--- config.mk ---
export PLATFORM = sky130hd
export DESIGN_NAME = readout_guard
export DESIGN_NICKNAME = d
export VERILOG_FILES = /design/src/rtl/rguard_pkg.sv /design/src/rtl/rguard_level.sv /design/src/rtl/rguard_policy.sv /design/src/rtl/rguard_seq.sv /design/src/rtl/readout_guard.sv
export SDC_FILE = /design/constraint.sdc
export NUM_CORES = 1
export LEC_CHECK = 0
export ABC_AREA = 1
export CAP_MARGIN = 20
export CORE_MARGIN = 1.5
export CORE_UTILIZATION = 36
export DETAILED_ROUTE_END_ITERATION = 7
export HOLD_SLACK_MARGIN = 0.12
export PLACE_DENSITY = 0.83
export SYNTH_ARGS = -nofsm -noshare
export SYNTH_HDL_FRONTEND = slang
export SYNTH_SLANG_ARGS = --single-unit
export TNS_END_PERCENT = 100
--- constraint.sdc ---
create_clock -name clk -period 1.89 [get_ports clk]
set_input_delay 0.378 -clock clk [delete_from_list [all_inputs] [get_ports clk]]
set_output_delay 0.378 -clock clk [all_outputs]
set_load 0.02 [all_outputs]
--- src/rtl/rguard_pkg.sv ---
package rguard_pkg;

  typedef enum logic [1:0] {
    LVL_OPEN = 2'd0,
    LVL_READ = 2'd1,
    LVL_LOCK = 2'd2
  } lvl_t;

  typedef enum logic [1:0] {
    M_USER  = 2'd0,
    M_DEBUG = 2'd1,
    M_BRAM  = 2'd2,
    M_BLDR  = 2'd3
  } mode_t;

  typedef enum logic [1:0] {
    T_FLASH = 2'd0,
    T_BKP   = 2'd1,
    T_OPT   = 2'd2,
    T_OTHER = 2'd3
  } tgt_t;

  typedef struct packed {
    logic grant;
    logic berr;
    logic pgerr;
    logic wperr;
    logic erase;
    logic bkp;
  } verdict_t;

  // Lock level removes the alternate modes entirely.
  function automatic mode_t effective_mode(lvl_t lvl, mode_t m);
    return (lvl == LVL_LOCK) ? M_USER : m;
  endfunction

  // Restricted: middle level while not running user code.
  function automatic logic is_restricted(lvl_t lvl, mode_t m);
    return (lvl == LVL_READ) && (effective_mode(lvl, m) != M_USER);
  endfunction

endpackage

--- src/rtl/rguard_level.sv ---
module rguard_level
  import rguard_pkg::*;
#(
  parameter int          BYTE_W    = 8,
  parameter logic [BYTE_W-1:0] OPEN_CODE = 8'hAA,
  parameter logic [BYTE_W-1:0] LOCK_CODE = 8'hCC
) (
  input  logic              clk,
  input  logic              rst_n,
  input  logic              reload,
  input  logic [BYTE_W-1:0] opt_val,
  input  logic [BYTE_W-1:0] opt_cmp,
  output lvl_t              level
);

  function automatic lvl_t decode_pair(logic [BYTE_W-1:0] v, logic [BYTE_W-1:0] c);
    logic pair_ok;
    pair_ok = (c == ~v);
    if (pair_ok && v == OPEN_CODE)      return LVL_OPEN;
    else if (pair_ok && v == LOCK_CODE) return LVL_LOCK;
    else                                return LVL_READ;
  endfunction

  lvl_t decoded;
  assign decoded = decode_pair(opt_val, opt_cmp);

  always_ff @(posedge clk or negedge rst_n) begin
    if (!rst_n)      level <= LVL_READ;
    else if (reload) level <= decoded;
  end

endmodule

--- src/rtl/rguard_policy.sv ---
module rguard_policy
  import rguard_pkg::*;
#(
  parameter int          BYTE_W    = 8,
  parameter logic [BYTE_W-1:0] OPEN_CODE = 8'hAA
) (
  input  lvl_t              level,
  input  logic              busy,
  input  mode_t             mode,
  input  logic              req_valid,
  input  tgt_t              req_tgt,
  input  logic              req_rd,
  input  logic              req_pg,
  input  logic              req_er,
  input  logic              req_prot,
  input  logic [BYTE_W-1:0] req_wdata,
  output verdict_t          verdict
);

  logic restr;
  logic is_wr;
  logic locked;
  logic rd_unused;

  assign restr     = is_restricted(level, mode);
  assign is_wr     = req_pg | req_er;
  assign locked    = (level == LVL_LOCK);
  assign rd_unused = req_rd;

  always_comb begin
    verdict = '0;
    if (req_valid) begin
      unique case (req_tgt)
        T_FLASH, T_BKP: begin
          if (restr) begin
            verdict.berr  = 1'b1;
            verdict.pgerr = (req_tgt == T_FLASH) && is_wr;
          end else begin
            verdict.grant = 1'b1;
          end
        end
        T_OPT: begin
          if (req_er) begin
            if (locked)     verdict.wperr = 1'b1;
            else if (!busy) verdict.grant = 1'b1;
          end else if (req_pg) begin
            if (locked && req_prot) verdict.wperr = 1'b1;
            else if (!busy) begin
              verdict.grant = 1'b1;
              if (req_prot && !locked && req_wdata == OPEN_CODE) begin
                verdict.erase = 1'b1;
                verdict.bkp   = (level == LVL_READ);
              end
            end
          end else begin
            verdict.grant = 1'b1 | rd_unused;
          end
        end
        default: verdict.grant = 1'b1;
      endcase
    end
  end

endmodule

--- src/rtl/rguard_seq.sv ---
module rguard_seq
  import rguard_pkg::*;
(
  input  logic     clk,
  input  logic     rst_n,
  input  verdict_t verdict,
  input  logic     erase_done,
  output logic     grant,
  output logic     bus_err,
  output logic     fault,
  output logic     prog_err,
  output logic     wprot_err,
  output logic     mass_erase,
  output logic     bkp_clear,
  output logic     busy
);

  always_ff @(posedge clk or negedge rst_n) begin
    if (!rst_n) begin
      grant      <= 1'b0;
      bus_err    <= 1'b0;
      fault      <= 1'b0;
      prog_err   <= 1'b0;
      wprot_err  <= 1'b0;
      mass_erase <= 1'b0;
      bkp_clear  <= 1'b0;
      busy       <= 1'b0;
    end else begin
      grant      <= verdict.grant;
      bus_err    <= verdict.berr;
      fault      <= verdict.berr;
      prog_err   <= verdict.pgerr;
      wprot_err  <= verdict.wperr;
      mass_erase <= verdict.erase;
      bkp_clear  <= verdict.bkp;
      if (verdict.erase)   busy <= 1'b1;
      else if (erase_done) busy <= 1'b0;
    end
  end

endmodule

--- src/rtl/readout_guard.sv ---
module readout_guard
  import rguard_pkg::*;
#(
  parameter int          BYTE_W    = 8,
  parameter logic [BYTE_W-1:0] OPEN_CODE = 8'hAA,
  parameter logic [BYTE_W-1:0] LOCK_CODE = 8'hCC
) (
  input  logic              clk,
  input  logic              rst_n,
  input  logic [BYTE_W-1:0] opt_val_i,
  input  logic [BYTE_W-1:0] opt_cmp_i,
  input  logic              reload_i,
  input  logic [1:0]        mode_i,
  input  logic              req_valid_i,
  input  logic [1:0]        req_tgt_i,
  input  logic              req_rd_i,
  input  logic              req_pg_i,
  input  logic              req_er_i,
  input  logic              req_prot_i,
  input  logic [BYTE_W-1:0] req_wdata_i,
  input  logic              erase_done_i,
  output logic              grant_o,
  output logic              bus_err_o,
  output logic              fault_o,
  output logic              prog_err_o,
  output logic              wprot_err_o,
  output logic              mass_erase_o,
  output logic              bkp_clear_o,
  output logic              erase_busy_o,
  output logic              debug_off_o,
  output logic [1:0]        level_o
);

  lvl_t     level;
  verdict_t verdict;

  rguard_level #(.BYTE_W(BYTE_W), .OPEN_CODE(OPEN_CODE), .LOCK_CODE(LOCK_CODE)) u_level (
    .clk     (clk),
    .rst_n   (rst_n),
    .reload  (reload_i),
    .opt_val (opt_val_i),
    .opt_cmp (opt_cmp_i),
    .level   (level)
  );

  rguard_policy #(.BYTE_W(BYTE_W), .OPEN_CODE(OPEN_CODE)) u_policy (
    .level     (level),
    .busy      (erase_busy_o),
    .mode      (mode_t'(mode_i)),
    .req_valid (req_valid_i),
    .req_tgt   (tgt_t'(req_tgt_i)),
    .req_rd    (req_rd_i),
    .req_pg    (req_pg_i),
    .req_er    (req_er_i),
    .req_prot  (req_prot_i),
    .req_wdata (req_wdata_i),
    .verdict   (verdict)
  );

  rguard_seq u_seq (
    .clk        (clk),
    .rst_n      (rst_n),
    .verdict    (verdict),
    .erase_done (erase_done_i),
    .grant      (grant_o),
    .bus_err    (bus_err_o),
    .fault      (fault_o),
    .prog_err   (prog_err_o),
    .wprot_err  (wprot_err_o),
    .mass_erase (mass_erase_o),
    .bkp_clear  (bkp_clear_o),
    .busy       (erase_busy_o)
  );

  assign level_o     = level;
  assign debug_off_o = (level == LVL_LOCK);

endmodule

Word-level counts from Yosys, hierarchy flattened
Cells that the tools add are included.
W data, S select, Z words.
Cells by class
  $mul: 0
  div/mod/pow operators: 0
  equal/unequal tests: 8
  bitwise gates (word level): 2
  mux-type cells: 24
  reduce and logical (&&, ||, !) cells: 12
  order comparisons: 0
  $add $sub $neg: 0
  shifts and indexed selects: 0
Operators by type and width (number)
  $eq A8 B8 Y1 const B: 3
  $mux W2: 9
  $mux W1: 11
  $eq A8 B8 Y1: 1
  $not A8 Y8: 1
  $logic_and A1 B1 Y1: 7
  $mux W3: 2
  $mux W6: 1
  $eq A2 B1 Y1 const B: 2
  $eq A2 B2 Y1 const B: 2
  $reduce_bool A2 Y1: 2
  $logic_not A2 Y1: 1
  $pmux W1 S2: 1
  $reduce_or A2 Y1: 1
  $logic_not A1 Y1: 1
  $or A1 B1 Y1: 1
Storage, ports and cells
  memory bits (read-only): 0
  latch bits: 0
  memories kept: 0
  bits in writable memories: 0
  register bits: 9
  bits of input ports: 37

Logic depth before layout (Yosys ltp)
  word-level depth: 12
  depth in mapped cells: 8
  gate-level depth less buffers: 8

Hierarchy
From an unflattened synthesis, not the netlist that was laid out.
Unflattened totals
  cell total of the unflattened synthesis: 116
  area total of the unflattened synthesis: 690.7 sq um
Modules (own cells, without submodules)
  rguard_level: times used 1, area each 292.8 sq um, cells each 60, seq. area each 51.3 sq um
  rguard_seq: times used 1, area each 197.7 sq um, cells each 12, seq. area each 175.2 sq um
  rguard_policy: times used 1, area each 190.2 sq um, cells each 42, seq. area each 0.0 sq um
  readout_guard: times used 1, area each 10.0 sq um, cells each 2, seq. area each 0.0 sq um

Worst setup path after synthesis
No wires, ideal clock.
  kind: reg2reg
  start: reg u_level.level[1]
  end: reg u_seq.grant
  buffers on the path: 0
  cell stages (with the launch flop): 6
  arrival time: 1.206 ns
  setup time: 0.123 ns
  data required time: 1.767 ns
  slack: 0.560 ns
  cell sequence: dfrtp_1 -> inv_1 -> nor2_1 -> o21ai_0 -> o21ai_0 -> a21oi_1
RTL lines
  from (decl): RTL line rguard_level.sv:13  | output lvl_t level
  from (signal assigned): RTL line rguard_level.sv:29  | else if (reload) level <= decoded;
  to (signal assigned): RTL line rguard_seq.sv:29  | grant <= verdict.grant;
  to (decl): RTL line rguard_seq.sv:8  | output logic grant,

Final worst setup path
  start: reg u_level.level[0]
  end: out level_o[0]
RTL lines
  to (decl): RTL line readout_guard.sv:31  | output logic [1:0] level_o
No word-level cell between the ends.

==> results <==
path summary, 6_finish.rpt:
| check | endpoint | depth (start not counted) | slack (ps) |
|---|---|---|---|
| max | level_o[0] | 1 | 80 |
| min | u_seq.prog_err$_DFF_PN0_ | 1 | 410 |
| max reg2reg | u_seq.bkp_clear$_DFF_PN0_ | 4 | 690 |
| min reg2reg | u_level.level[0]$_DFFE_PN1P_ | 2 | 490 |
| max in group asynchronous | u_level.level[0]$_DFFE_PN1P_ | 1 | 1170 |
| min in group clk | u_level.level[0]$_DFFE_PN1P_ | 2 | 490 |
through the flow:
stage	instances	utilization [%]
detailed placement	171	66.1
global route	175	67.5
finish	175	67.5
global placement	171	66.1
CTS	175	67.5
floorplan	101	-
cell families after synthesis:
| group | share of synthesized area (%) |
|---|---|
| compound gates | 7.19 |
| flops | 35.1 |
| simple gates | 44.3 |
| buf+inv | 13.4 |
registers in the layout, indices dropped and copies added (netlist names):
| name | count |
|---|---|
| u_seq.grant | 1 |
| u_seq.mass_erase | 1 |
| u_seq.wprot_err | 1 |
| u_level.level | 2 |
| u_seq.bkp_clear | 1 |
| u_seq.prog_err | 1 |
| u_seq.bus_err | 1 |
| u_seq.busy | 1 |
timing repair:
item | 4_1_cts | 5_1_grt
endpoints found under the hold margin | 0 | 0
setup endpoints to repair | 1 | 0
resized for setup | 1 | 0
routing by layer:
layer  up-vias  global-route usage [%]
li1        409                       -
met4         0                    10.6
met3         4                    3.60
met5         -                       0
met2        33                    35.1
met1       341                    16.3
cells in the final DEF (no fill, tap or decap), drive strengths merged, types with 4 or more instances in the layout:
cell type / Yosys / layout
o21ai: 5 / 5
nand4: 4 / 4
dfrtp: 8 / 8
clkdlybuf4s50: 0 / 45
nand3: 5 / 5
nor2: 21 / 21
inv: 21 / 21
clkbuf: 0 / 4
nand2: 28 / 28
power breakdown:
| group | total, mW | internal [mW] | switching (mW) | leakage, nW |
|---|---|---|---|---|
| clock | 0.144 | 0.0811 | 0.0628 | 0.0150 |
| combinational | 0.156 | 0.0923 | 0.0641 | 0.435 |
| sequential | 0.201 | 0.198 | 0.00280 | 0.120 |
| total | 0.502 | 0.372 | 0.130 | 0.569 |
area by class of cell:
class,count,area (um^2)
fill,139,554
timing repair buffer,46,459
multi-input combinational,70,332
sequential,9,226
inverter,21,78.8
tap,25,31.3
clock buffer,4,26.3
==> impl_metrics.env <==
export IMPL_power_density_mw_per_mm2=435
export IMPL_async_flop_share_pct=100
export IMPL_dpl_cell_area_mm2=0.00113
export IMPL_drt_initial_drc_count=7
export IMPL_cp_end_kind="primary output"
export IMPL_synth_seq_cells=9
export IMPL_fin_nets=188
export IMPL_final_area_mm2=0.00115
export IMPL_rsz0062_at_grt="no"
export IMPL_final_antenna_net_count=0
export IMPL_die_height_um=45.3
export IMPL_syn_num_nets=138
export IMPL_tightest_slew_ps=383
export IMPL_min_period_ps=1810
export IMPL_synth_area_um2=644
export IMPL_worstPathCellList="clkdlybuf4s50_1"
export IMPL_crit_path_max_incr_delay_ps=620
export IMPL_required_ps=1510
export IMPL_min_path_type="input port to async pin"
export IMPL_postCtsHoldBufs=0
export IMPL_maxCapViolations=0
export IMPL_setup_viol=0
export IMPL_synth_top_area_share_pct=31.1
export IMPL_ir_drop_mv=0.241
export IMPL_synth_enable_flop_cells=0
export IMPL_crit_start="u_level.level[0]$_DFFE_PN1P_"
export IMPL_p_leak_nw=0.569
export IMPL_area_delta_synth_final_pct=79.0
export IMPL_die_w_um=45.3
export IMPL_cp_num_buf_inv=1
export IMPL_met3_wirelength_um=148
export IMPL_floorplan_initialDensity_pct=37.7
export IMPL_insertion_delay_ps=260
export IMPL_rr_startpoint="u_level.level[0]$_DFFE_PN1P_"
export IMPL_grt_pass1_wl_mm=2.59
export IMPL_outcome="completed"
export IMPL_antenna_found_initial=0
export IMPL_crit_type="register to primary output"
export IMPL_numClockSinks=9
export IMPL_start_kind="register"
export IMPL_ys_warn_count=0
export IMPL_fin_ws_ps=82.4
export IMPL_clockBufferDepth=2
export IMPL_hpwl_mm=1.50
export IMPL_routed_wirelength_mm=1.76
export IMPL_die_area_mm2=0.00205
export IMPL_crit_family="buffers and inverters"
export IMPL_grt_pass1_vias=711
export IMPL_gp_congestion=0.734
export IMPL_clk_pin_slew_ps=60
export IMPL_wl_per_cell_um=10.0
export IMPL_place_ws_ps=272
export IMPL_wl_met2_um=943
export IMPL_cts_buffers=3
export IMPL_cts_setup_buffers=0
export IMPL_diodes=0
export IMPL_synthTopCellsByCount="nand2_1, inv_1, nor2_1"
export IMPL_ys_seq_area_share_pct=35.1
export IMPL_final_layout_size_suffix_gt1_share_pct=8.67
export IMPL_grt_ovfl_total=0
export IMPL_post_route_period_util_pct=95.6
export IMPL_wl_met1_um=633
export IMPL_slowest_stage="clkdlybuf4s50_1"
export IMPL_yosys_area_top_type="dfrtp_1"
export IMPL_first_pass_iters=4
export IMPL_cp_arrival_ps=1430
export IMPL_cts_root_buf="clkbuf_4"
export IMPL_grt_util_all_layers_pct=17.9
export IMPL_avgViaCountPerCell=4.50
export IMPL_syn_mean_instance_area_um2=6.38
export IMPL_ys_types=22
export IMPL_synth_main_ff_cell="dfrtp_1"
export IMPL_whs_ps=405
export IMPL_path_max_fanout=5
export IMPL_clock_skew_ps=4.38
export IMPL_grt_max_degree=10
export IMPL_synth_most_common_cell="nand2_1"
export IMPL_core_mm2=0.00171
export IMPL_synth_top_cells_by_area="dfrtp_1, nand2_1, inv_1"
export IMPL_relSlewSlack_pct=74.4
export IMPL_drv_slew=0
export IMPL_num_vias=787
export IMPL_top_layer="met4"
export IMPL_drc=0
export IMPL_power_total_mw=0.502
export IMPL_ios=48
export IMPL_std_cell_rows=15
export IMPL_setup_tns_ps=0
export IMPL_netlist_instances=101
export IMPL_ctsHtreeMaxLevel=1
export IMPL_fmax_mhz=553
export IMPL_cts_tree="done"
export IMPL_hold_viol=0
export IMPL_portBuffers=46
Power figures use the tool's default switching activity.
